`src/rtl/pwm_bank_pkg.sv`:
```
// Package: shared constants, register selector type and offset decoder
// for the multi-channel PWM bank.
// Assumes: every channel window is 2**WIN_SHIFT bytes and register offsets
// are matched exactly, so unaligned offsets decode as unmapped.
package pwm_bank_pkg;

    localparam int WIN_SHIFT = 5;

    localparam logic [WIN_SHIFT-1:0] OFF_PRESCALE = 5'h00;
    localparam logic [WIN_SHIFT-1:0] OFF_MODULUS  = 5'h04;
    localparam logic [WIN_SHIFT-1:0] OFF_DUTY     = 5'h08;
    localparam logic [WIN_SHIFT-1:0] OFF_ENABLE   = 5'h18;

    typedef enum logic [2:0] {
        SEL_NONE,
        SEL_PRESCALE,
        SEL_MODULUS,
        SEL_DUTY,
        SEL_ENABLE
    } reg_sel_e;

    // Map an in-window byte offset onto a register selector.
    function automatic reg_sel_e decode_offset(input logic [WIN_SHIFT-1:0] off);
        reg_sel_e sel;
        case (off)
            OFF_PRESCALE: sel = SEL_PRESCALE;
            OFF_MODULUS:  sel = SEL_MODULUS;
            OFF_DUTY:     sel = SEL_DUTY;
            OFF_ENABLE:   sel = SEL_ENABLE;
            default:      sel = SEL_NONE;
        endcase
        return sel;
    endfunction

endpackage

```
`src/rtl/pwm_bank_decode.sv`:
```
// Module: bus decoder for the PWM bank.
// Turns a bus write into one per-channel, per-register write strobe and
// multiplexes the addressed channel's readback fields onto the read bus.
// Assumes: reads are combinational; unmapped offsets and out-of-range
// channel indices read zero and produce no strobe.
module pwm_bank_decode
    import pwm_bank_pkg::*;
#(
    parameter int NUM_CH = 4,
    parameter int DATA_W = 32,
    parameter int PRE_W  = 8,
    parameter int MOD_W  = 8,
    parameter int DUTY_W = 16,
    parameter int ADDR_W = WIN_SHIFT + $clog2(NUM_CH)
) (
    input  logic [ADDR_W-1:0]             bus_addr,
    input  logic                          bus_wr,
    input  logic [NUM_CH-1:0][PRE_W-1:0]  rd_pre,
    input  logic [NUM_CH-1:0][MOD_W-1:0]  rd_mod,
    input  logic [NUM_CH-1:0][DUTY_W-1:0] rd_duty,
    input  logic [NUM_CH-1:0]             rd_en,
    output logic [NUM_CH-1:0]             wr_pre,
    output logic [NUM_CH-1:0]             wr_mod,
    output logic [NUM_CH-1:0]             wr_duty,
    output logic [NUM_CH-1:0]             wr_en,
    output logic [DATA_W-1:0]             bus_rdata
);

    localparam int CH_W = ADDR_W - WIN_SHIFT;

    logic [CH_W-1:0] ch_idx;
    logic            ch_ok;
    reg_sel_e        sel;

    assign ch_idx = bus_addr[ADDR_W-1:WIN_SHIFT];
    assign ch_ok  = (int'(ch_idx) < NUM_CH);
    assign sel    = decode_offset(bus_addr[WIN_SHIFT-1:0]);

    // One strobe per channel and register, raised only for a mapped write.
    for (genvar g = 0; g < NUM_CH; g++) begin : g_strobe
        logic hit;
        assign hit        = bus_wr && (ch_idx == CH_W'(g));
        assign wr_pre[g]  = hit && (sel == SEL_PRESCALE);
        assign wr_mod[g]  = hit && (sel == SEL_MODULUS);
        assign wr_duty[g] = hit && (sel == SEL_DUTY);
        assign wr_en[g]   = hit && (sel == SEL_ENABLE);
    end

    // Read multiplexer: zero-extended field of the addressed register.
    always_comb begin
        bus_rdata = '0;
        if (ch_ok) begin
            case (sel)
                SEL_PRESCALE: bus_rdata = DATA_W'(rd_pre[ch_idx]);
                SEL_MODULUS:  bus_rdata = DATA_W'(rd_mod[ch_idx]);
                SEL_DUTY:     bus_rdata = DATA_W'(rd_duty[ch_idx]);
                SEL_ENABLE:   bus_rdata = DATA_W'(rd_en[ch_idx]);
                default:      bus_rdata = '0;
            endcase
        end
    end


    always_comb begin
        if (!bus_wr) begin
            no_idle_strobe_chk: assert ((wr_pre | wr_mod | wr_duty | wr_en) == '0);
        end
    end


    always_comb begin
        onehot_strobe_chk: assert ($onehot0({wr_pre, wr_mod, wr_duty, wr_en}));
    end

endmodule

```
`src/rtl/pwm_chan_regs.sv`:
```
// Module: register set of one PWM channel.
// Holds the host-visible holding copies of prescale, modulus and duty,
// the enable bit, a commit-pending flag and the active copies used by the
// counter. A duty write arms the commit. The commit applies at once while
// the channel is stopped, and otherwise on the period boundary flagged by
// the counter.
// Assumes: wdata is at least as wide as every field; readback shows the
// holding copies.
module pwm_chan_regs #(
    parameter int PRE_W  = 8,
    parameter int MOD_W  = 8,
    parameter int DUTY_W = 16
) (
    input  logic              clk,
    input  logic              rst_n,
    input  logic              wr_pre,
    input  logic              wr_mod,
    input  logic              wr_duty,
    input  logic              wr_en,
    input  logic [DUTY_W-1:0] wdata,
    input  logic              boundary,
    output logic [PRE_W-1:0]  sh_pre,
    output logic [MOD_W-1:0]  sh_mod,
    output logic [DUTY_W-1:0] sh_duty,
    output logic              en,
    output logic [PRE_W-1:0]  act_pre,
    output logic [MOD_W-1:0]  act_mod,
    output logic [DUTY_W-1:0] act_duty
);

    logic pending;
    logic commit;

    assign commit = pending && (!en || boundary);

    // Host writes into holding registers and the enable bit.
    always_ff @(posedge clk) begin
        if (!rst_n) begin
            sh_pre  <= '0;
            sh_mod  <= '0;
            sh_duty <= '0;
            en      <= 1'b0;
        end else begin
            if (wr_pre)  sh_pre  <= wdata[PRE_W-1:0];
            if (wr_mod)  sh_mod  <= wdata[MOD_W-1:0];
            if (wr_duty) sh_duty <= wdata;
            if (wr_en)   en      <= wdata[0];
        end
    end

    // Commit flag: armed by a duty write, cleared once the commit lands.
    always_ff @(posedge clk) begin
        if (!rst_n) begin
            pending <= 1'b0;
        end else if (wr_duty) begin
            pending <= 1'b1;
        end else if (commit) begin
            pending <= 1'b0;
        end
    end

    // Active settings: copied from the holding registers on a commit.
    always_ff @(posedge clk) begin
        if (!rst_n) begin
            act_pre  <= '0;
            act_mod  <= '0;
            act_duty <= '0;
        end else if (commit) begin
            act_pre  <= sh_pre;
            act_mod  <= sh_mod;
            act_duty <= sh_duty;
        end
    end


    period_hold_chk: assert property (@(posedge clk) disable iff (!rst_n)
        (en && !boundary) |=> ($stable(act_pre) && $stable(act_mod) && $stable(act_duty)));


    shadow_only_chk: assert property (@(posedge clk) disable iff (!rst_n)
        !pending |=> ($stable(act_pre) && $stable(act_mod) && $stable(act_duty)));


    stopped_commit_chk: assert property (@(posedge clk) disable iff (!rst_n)
        (pending && !en && !wr_duty) |=> !pending);

endmodule

```
`src/rtl/pwm_chan_core.sv`:
```
// Module: waveform engine of one PWM channel.
// A prescale counter produces one tick every act_pre+1 cycles. A period
// counter steps on each tick from 0 to act_mod-1. The output is high while
// the period count is below act_duty. Both counters rest at zero while the
// channel is disabled.
// Assumes: the active settings change only when `boundary` is high or the
// channel is disabled (guaranteed by pwm_chan_regs).
module pwm_chan_core #(
    parameter int PRE_W  = 8,
    parameter int MOD_W  = 8,
    parameter int DUTY_W = 16
) (
    input  logic              clk,
    input  logic              rst_n,
    input  logic              en,
    input  logic [PRE_W-1:0]  act_pre,
    input  logic [MOD_W-1:0]  act_mod,
    input  logic [DUTY_W-1:0] act_duty,
    output logic              boundary,
    output logic              pwm_o
);

    logic [PRE_W-1:0] pre_cnt;
    logic [MOD_W-1:0] per_cnt;
    logic             tick;
    logic             last;

    assign tick     = (pre_cnt == act_pre);
    assign last     = (act_mod == '0) || (per_cnt == MOD_W'(act_mod - 1'b1));
    assign boundary = en && tick && last;

    // Prescale and period counters; held at zero while disabled.
    always_ff @(posedge clk) begin
        if (!rst_n) begin
            pre_cnt <= '0;
            per_cnt <= '0;
        end else if (!en) begin
            pre_cnt <= '0;
            per_cnt <= '0;
        end else if (tick) begin
            pre_cnt <= '0;
            per_cnt <= last ? '0 : per_cnt + 1'b1;
        end else begin
            pre_cnt <= pre_cnt + 1'b1;
        end
    end

    // Output compare: high while the period count is below the duty value.
    assign pwm_o = en && (act_mod != '0) && (DUTY_W'(per_cnt) < act_duty);


    cnt_range_chk: assert property (@(posedge clk) disable iff (!rst_n)
        (en && act_mod != '0) |-> (per_cnt < act_mod && pre_cnt <= act_pre));


    stop_reset_chk: assert property (@(posedge clk) disable iff (!rst_n)
        !en |=> (pre_cnt == '0 && per_cnt == '0));


    full_high_chk: assert property (@(posedge clk) disable iff (!rst_n)
        (en && act_mod != '0 && DUTY_W'(act_mod) <= act_duty) |-> pwm_o);


    zero_low_chk: assert property (@(posedge clk) disable iff (!rst_n)
        (act_mod == '0 || act_duty == '0) |-> !pwm_o);

endmodule

```
`src/rtl/pwm_bank.sv`:
```
// Module: top of the multi-channel PWM bank.
// Joins the bus decoder to one register set and one waveform engine per
// channel, built by a generate loop.
// Assumes: DUTY_W is the widest field and is at most DATA_W; the reset is
// synchronous and active low.
module pwm_bank
    import pwm_bank_pkg::*;
#(
    parameter int NUM_CH = 4,
    parameter int DATA_W = 32,
    parameter int PRE_W  = 8,
    parameter int MOD_W  = 8,
    parameter int DUTY_W = 16,
    parameter int ADDR_W = WIN_SHIFT + $clog2(NUM_CH)
) (
    input  logic              clk,
    input  logic              rst_n,
    input  logic [ADDR_W-1:0] bus_addr,
    input  logic              bus_wr,
    input  logic [DATA_W-1:0] bus_wdata,
    output logic [DATA_W-1:0] bus_rdata,
    output logic [NUM_CH-1:0] pwm_out
);

    logic [NUM_CH-1:0][PRE_W-1:0]  rd_pre;
    logic [NUM_CH-1:0][MOD_W-1:0]  rd_mod;
    logic [NUM_CH-1:0][DUTY_W-1:0] rd_duty;
    logic [NUM_CH-1:0]             rd_en;
    logic [NUM_CH-1:0]             wr_pre;
    logic [NUM_CH-1:0]             wr_mod;
    logic [NUM_CH-1:0]             wr_duty;
    logic [NUM_CH-1:0]             wr_en;
    logic [DUTY_W-1:0]             wfield;
    logic                          unused_wdata_hi;

    assign wfield          = bus_wdata[DUTY_W-1:0];
    assign unused_wdata_hi = ^bus_wdata[DATA_W-1:DUTY_W];

    pwm_bank_decode #(
        .NUM_CH (NUM_CH),
        .DATA_W (DATA_W),
        .PRE_W  (PRE_W),
        .MOD_W  (MOD_W),
        .DUTY_W (DUTY_W),
        .ADDR_W (ADDR_W)
    ) u_decode (
        .bus_addr  (bus_addr),
        .bus_wr    (bus_wr),
        .rd_pre    (rd_pre),
        .rd_mod    (rd_mod),
        .rd_duty   (rd_duty),
        .rd_en     (rd_en),
        .wr_pre    (wr_pre),
        .wr_mod    (wr_mod),
        .wr_duty   (wr_duty),
        .wr_en     (wr_en),
        .bus_rdata (bus_rdata)
    );

    for (genvar g = 0; g < NUM_CH; g++) begin : g_chan
        logic [PRE_W-1:0]  act_pre;
        logic [MOD_W-1:0]  act_mod;
        logic [DUTY_W-1:0] act_duty;
        logic              boundary;

        pwm_chan_regs #(
            .PRE_W  (PRE_W),
            .MOD_W  (MOD_W),
            .DUTY_W (DUTY_W)
        ) u_regs (
            .clk      (clk),
            .rst_n    (rst_n),
            .wr_pre   (wr_pre[g]),
            .wr_mod   (wr_mod[g]),
            .wr_duty  (wr_duty[g]),
            .wr_en    (wr_en[g]),
            .wdata    (wfield),
            .boundary (boundary),
            .sh_pre   (rd_pre[g]),
            .sh_mod   (rd_mod[g]),
            .sh_duty  (rd_duty[g]),
            .en       (rd_en[g]),
            .act_pre  (act_pre),
            .act_mod  (act_mod),
            .act_duty (act_duty)
        );

        pwm_chan_core #(
            .PRE_W  (PRE_W),
            .MOD_W  (MOD_W),
            .DUTY_W (DUTY_W)
        ) u_core (
            .clk      (clk),
            .rst_n    (rst_n),
            .en       (rd_en[g]),
            .act_pre  (act_pre),
            .act_mod  (act_mod),
            .act_duty (act_duty),
            .boundary (boundary),
            .pwm_o    (pwm_out[g])
        );
    end


    disabled_low_chk: assert property (@(posedge clk) disable iff (!rst_n)
        ((rd_en & pwm_out) == pwm_out));

endmodule

```
`config.mk`:
```
export PLATFORM = sky130hd
export DESIGN_NAME = pwm_bank
export DESIGN_NICKNAME = d
export VERILOG_FILES = /design/src/rtl/pwm_bank_pkg.sv /design/src/rtl/pwm_bank_decode.sv /design/src/rtl/pwm_chan_regs.sv /design/src/rtl/pwm_chan_core.sv /design/src/rtl/pwm_bank.sv
export SDC_FILE = /design/constraint.sdc
export NUM_CORES = 1
export LEC_CHECK = 0
export CORE_ASPECT_RATIO = 1.75
export CORE_UTILIZATION = 40
export CTS_CLUSTER_SIZE = 16
export DETAILED_ROUTE_END_ITERATION = 16
export DONT_BUFFER_PORTS = 1
export SYNTH_ARGS = -nofsm -noshare
export SYNTH_HDL_FRONTEND = slang
export SYNTH_SLANG_ARGS = --single-unit
```
`constraint.sdc`:
```
create_clock -name clk -period 4.05 [get_ports clk]
set_input_delay 0.6075 -clock clk [delete_from_list [all_inputs] [get_ports clk]]
set_output_delay 0.6075 -clock clk [all_outputs]
set_load 0.005 [all_outputs]
```
==> impl_metrics.csv <==
group,metric,value,unit
run_status,outcome,"complete, no violations",
synthesis,ys_seq_area_share,39.65,%
timing,fin_tns_setup,0,ps
synthesis,synth_edf_count,0,
timing,maxSlewHeadroom,25.86,%
drt,drt-met1-wl,17.15,mm
drt,drt_iter0_markers,1031,
pwr,ir_worst_vdd,341.9,uV
floorplan,initial_core_util,40.56,%
synthesis,synthesis.area,16560,sq um
finish,drive_above_1_share,6.000,%
hold_path,min_path_cells,2,
drt,top_layer_used,"met5",
timing,final.min_clock_period,3235,ps
floorplan,die_h,271.2,um
clock_network,cts_buffers,31,
drt,wl_per_cell,18.28,um
clock_network,cts_setup_buffers,0,
placed_design,portBuffers,0,
drt,wl_met3,1.926,mm
drt,drt_first_pass_iters,5,
synthesis,yosysWarnings,0,
clock_network,cts.sinks,328,
clock_network,clkTransAtPathRegs,70,ps
worst_setup_path,timing.rr.end,"g_chan[3].u_regs.act_duty[15]",
global_routing,antenna_found_initial,1,
worst_setup_path,startpoint,"g_chan[2].u_core.per_cnt[1]",
placed_design,dpl_worst_slack,1022,ps
worst_setup_path,reg2reg_setup_slack,1040,ps
floorplan,std_cell_rows,98,
worst_setup_path,startpoint_type,"flop",
finish,multi_input_area,9203,sq um
clock_network,cts_hold_buf,0,
floorplan,core-area,40830,sq um
timing,fin_hold_ws,154.2,ps
synthesis,synth_top_flop_cell,"dfxtp_1",
floorplan,dieArea,42250,sq um
pwr,pwr_density_cell,354.4,nW/um^2
global_routing,gr-total-overflow,0,
worst_setup_path,end_kind,"output port",
clock_network,clockRootBuffer,"clkbuf_16",
worst_setup_path,cp_max_fo,7,
synthesis,yosys.cell_types.count,55,
worst_setup_path,rr_worst_depth,7,
drt,vias,13469,
worst_setup_path,worstSetupPathType,"flop to output port",
finish,regArea,6566,sq um
global_routing,grt_first_pass_wirelength,70.57,mm
timing,fin_crit_sh,79.87,%
finish,area_delta_synth_final,7.653,%
placed_design,hpwlAfterDp,31.54,mm
worst_setup_path,worstSetupEndpoint,"pwm_out[2]",
floorplan,io_pins,78,
timing,tightest_slew,1112,ps
drt,drc,0,
synthesis,synth-seq-cells,328,
timing,finalWorstSetupSlack,815.1,ps
floorplan,fp.dieW,155.8,um
synthesis,async_reset_ff_share,0,%
timing,skew,18.55,ps
clock_network,clk_latency,590,ps
timing,fmax,309.1,MHz
global_routing,grt_pass1_vias,12814,
worst_setup_path,crit_required,3440,ps
clock_network,cts-resized-gates,0,
drt,ant_nets,0,
synthesis,syn_inst,1968,
synthesis,syn_avg_cell_area,8.415,sq um
timing,hold_viol_final,0,
finish,nNetsFinal,1963,
worst_setup_path,worstPathArrival,2630,ps
pwr,p_leak,0.005901,uW
job,cap_violations,0,
drt,met2_length,23.49,mm
clock_network,tritoncts,"done",
worst_setup_path,regToRegStartpoint,"g_chan[3].u_regs.act_mod[0]",
placed_design,place_congestion,0.8875,
clock_network,h-tree-depth,1,
drt,drt-total-wl,44.79,mm
clock_network,cts_max_path_buffers,3,
finish,fillers,4023,
timing,rsz0062_at_grt,"no",
drt,vias_per_cell,5.498,
timing,drv_slew,0,
hold_path,hold_class,"input port to flop",
finish,diodes,0,
global_routing,grt_usage,21.14,%
timing,finalSetupViolCount,0,
global_routing,grt_max_degree,465,
==> synth_stat cells, types with 50 or more instances <==
cell type  count  area [sq um]
o21ai_0      119         595.6
nor2b_1       62         387.9
mux2i_1       58         580.6
xnor2_1       75         656.9
nor2_1       120         450.4
nand3_1      169         845.8
clkbuf_1     124         465.5
nand2_1      331          1242
a21boi_0      77         578.1
nand4_1       51         319.1
inv_1         50         187.7
dfxtp_1      328          6566
==> per-layer routing <==
layer / vias up / track usage [%]
met2: 255 / 39.17
met4: 2 / 10.89
met3: 89 / 2.985
li1: 6654 / -
met1: 6469 / 22.97
met5: - / 0
==> worst max-delay path, cell delays in order (launching register included) <==
cell and delay, ps:
dfxtp_1 520, ha_1 300, a21o_1 160, a21oi_1 140, nor2b_1 60, o21ai_0 140, a21oi_1 90, o41ai_1 630
==> metrics by stage <==
| stage | util, % | power [uW] | instances | area, sq um |
|---|---|---|---|---|
| global route | 43.66 | 6500 | 2450 | 17830 |
| floorplan | - | 3444 | 1983 | 16620 |
| finish | 43.66 | 6317 | 2450 | 17830 |
| global placement | 41.13 | 3361 | 2394 | 16790 |
| detailed placement | 41.13 | 3361 | 2394 | 16790 |
| CTS | 43.66 | 6378 | 2450 | 17830 |
==> logic make-up after synthesis <==
kind of cell             share of synthesized area (%)
flip-flops                                       39.65
other                                          0.02264
AO/OA/AOI/OAI                                    13.46
adder cells (fa/ha/maj)                          3.324
XOR/XNOR                                         6.293
AND/OR/NAND/NOR                                  23.93
buffers and inverters                            5.319
multiplexers                                     7.993
==> power by group <==
part           leakage [uW]  internal, uW  switching [uW]  total [uW]
Combinational       0.00275          40.9            18.6        59.5
Clock              0.000510          1700            1330        3030
Sequential          0.00264          3230            3.97        3230
==> area by class of cell <==
type / instances / share of cell area [%]
well taps: 550 / 3.860
flip-flops and latches: 328 / 36.83
repair buffers: 18 / 0.8281
clock buffers: 43 / 4.885
clock inverters: 13 / 0.9264
inverters: 50 / 1.053
multi-input cells: 1448 / 51.62
==> placed cells by master, fill, tap and decap left out, types with 16 or more instances in the layout <==
cell / count
nor2_1: 119
xor2_1: 44
conb_1: 16
nand3_1: 169
nor3_1: 18
buf_4: 17
mux4_2: 33
nor4_1: 17
a41oi_1: 33
o211ai_1: 36
nor2b_1: 62
xnor2_1: 75
nand4_1: 51
a21oi_1: 19
a21boi_0: 77
dfxtp_1: 328
o21ai_0: 119
clkbuf_16: 31
ha_1: 44
mux2i_1: 58
nand2_1: 331
and3_1: 27
inv_1: 50
==> how the worst min path moves through the flow <==
stage | start | to | slack [ps]
5_1_grt | bus_wdata[4] | g_chan[1].u_regs.sh_duty[4] | 140
2_1_floorplan | g_chan[3].u_regs.act_duty[14] | g_chan[3].u_regs.act_duty[14] | 430
4_1_cts | bus_wdata[6] | g_chan[2].u_regs.sh_duty[6] | 130
3_3_place_gp | g_chan[3].u_regs.act_duty[7] | g_chan[3].u_regs.act_duty[7] | 440
6_report | bus_wdata[10] | g_chan[3].u_regs.sh_duty[10] | 150
3_5_place_dp | g_chan[3].u_regs.act_duty[7] | g_chan[3].u_regs.act_duty[7] | 440
==> sequential cells by signal (all words and copies together) (netlist names) <==
register,cells
g_chan.u_regs.sh_pre,32
g_chan.u_regs.act_mod,32
g_chan.u_core.pre_cnt,32
g_chan.u_regs.sh_duty,64
g_chan.u_core.per_cnt,32
g_chan.u_regs.act_pre,32
g_chan.u_regs.sh_mod,32
g_chan.u_regs.en,4
g_chan.u_regs.pending,4
g_chan.u_regs.act_duty,64
(Power assumes the default switching activity.)
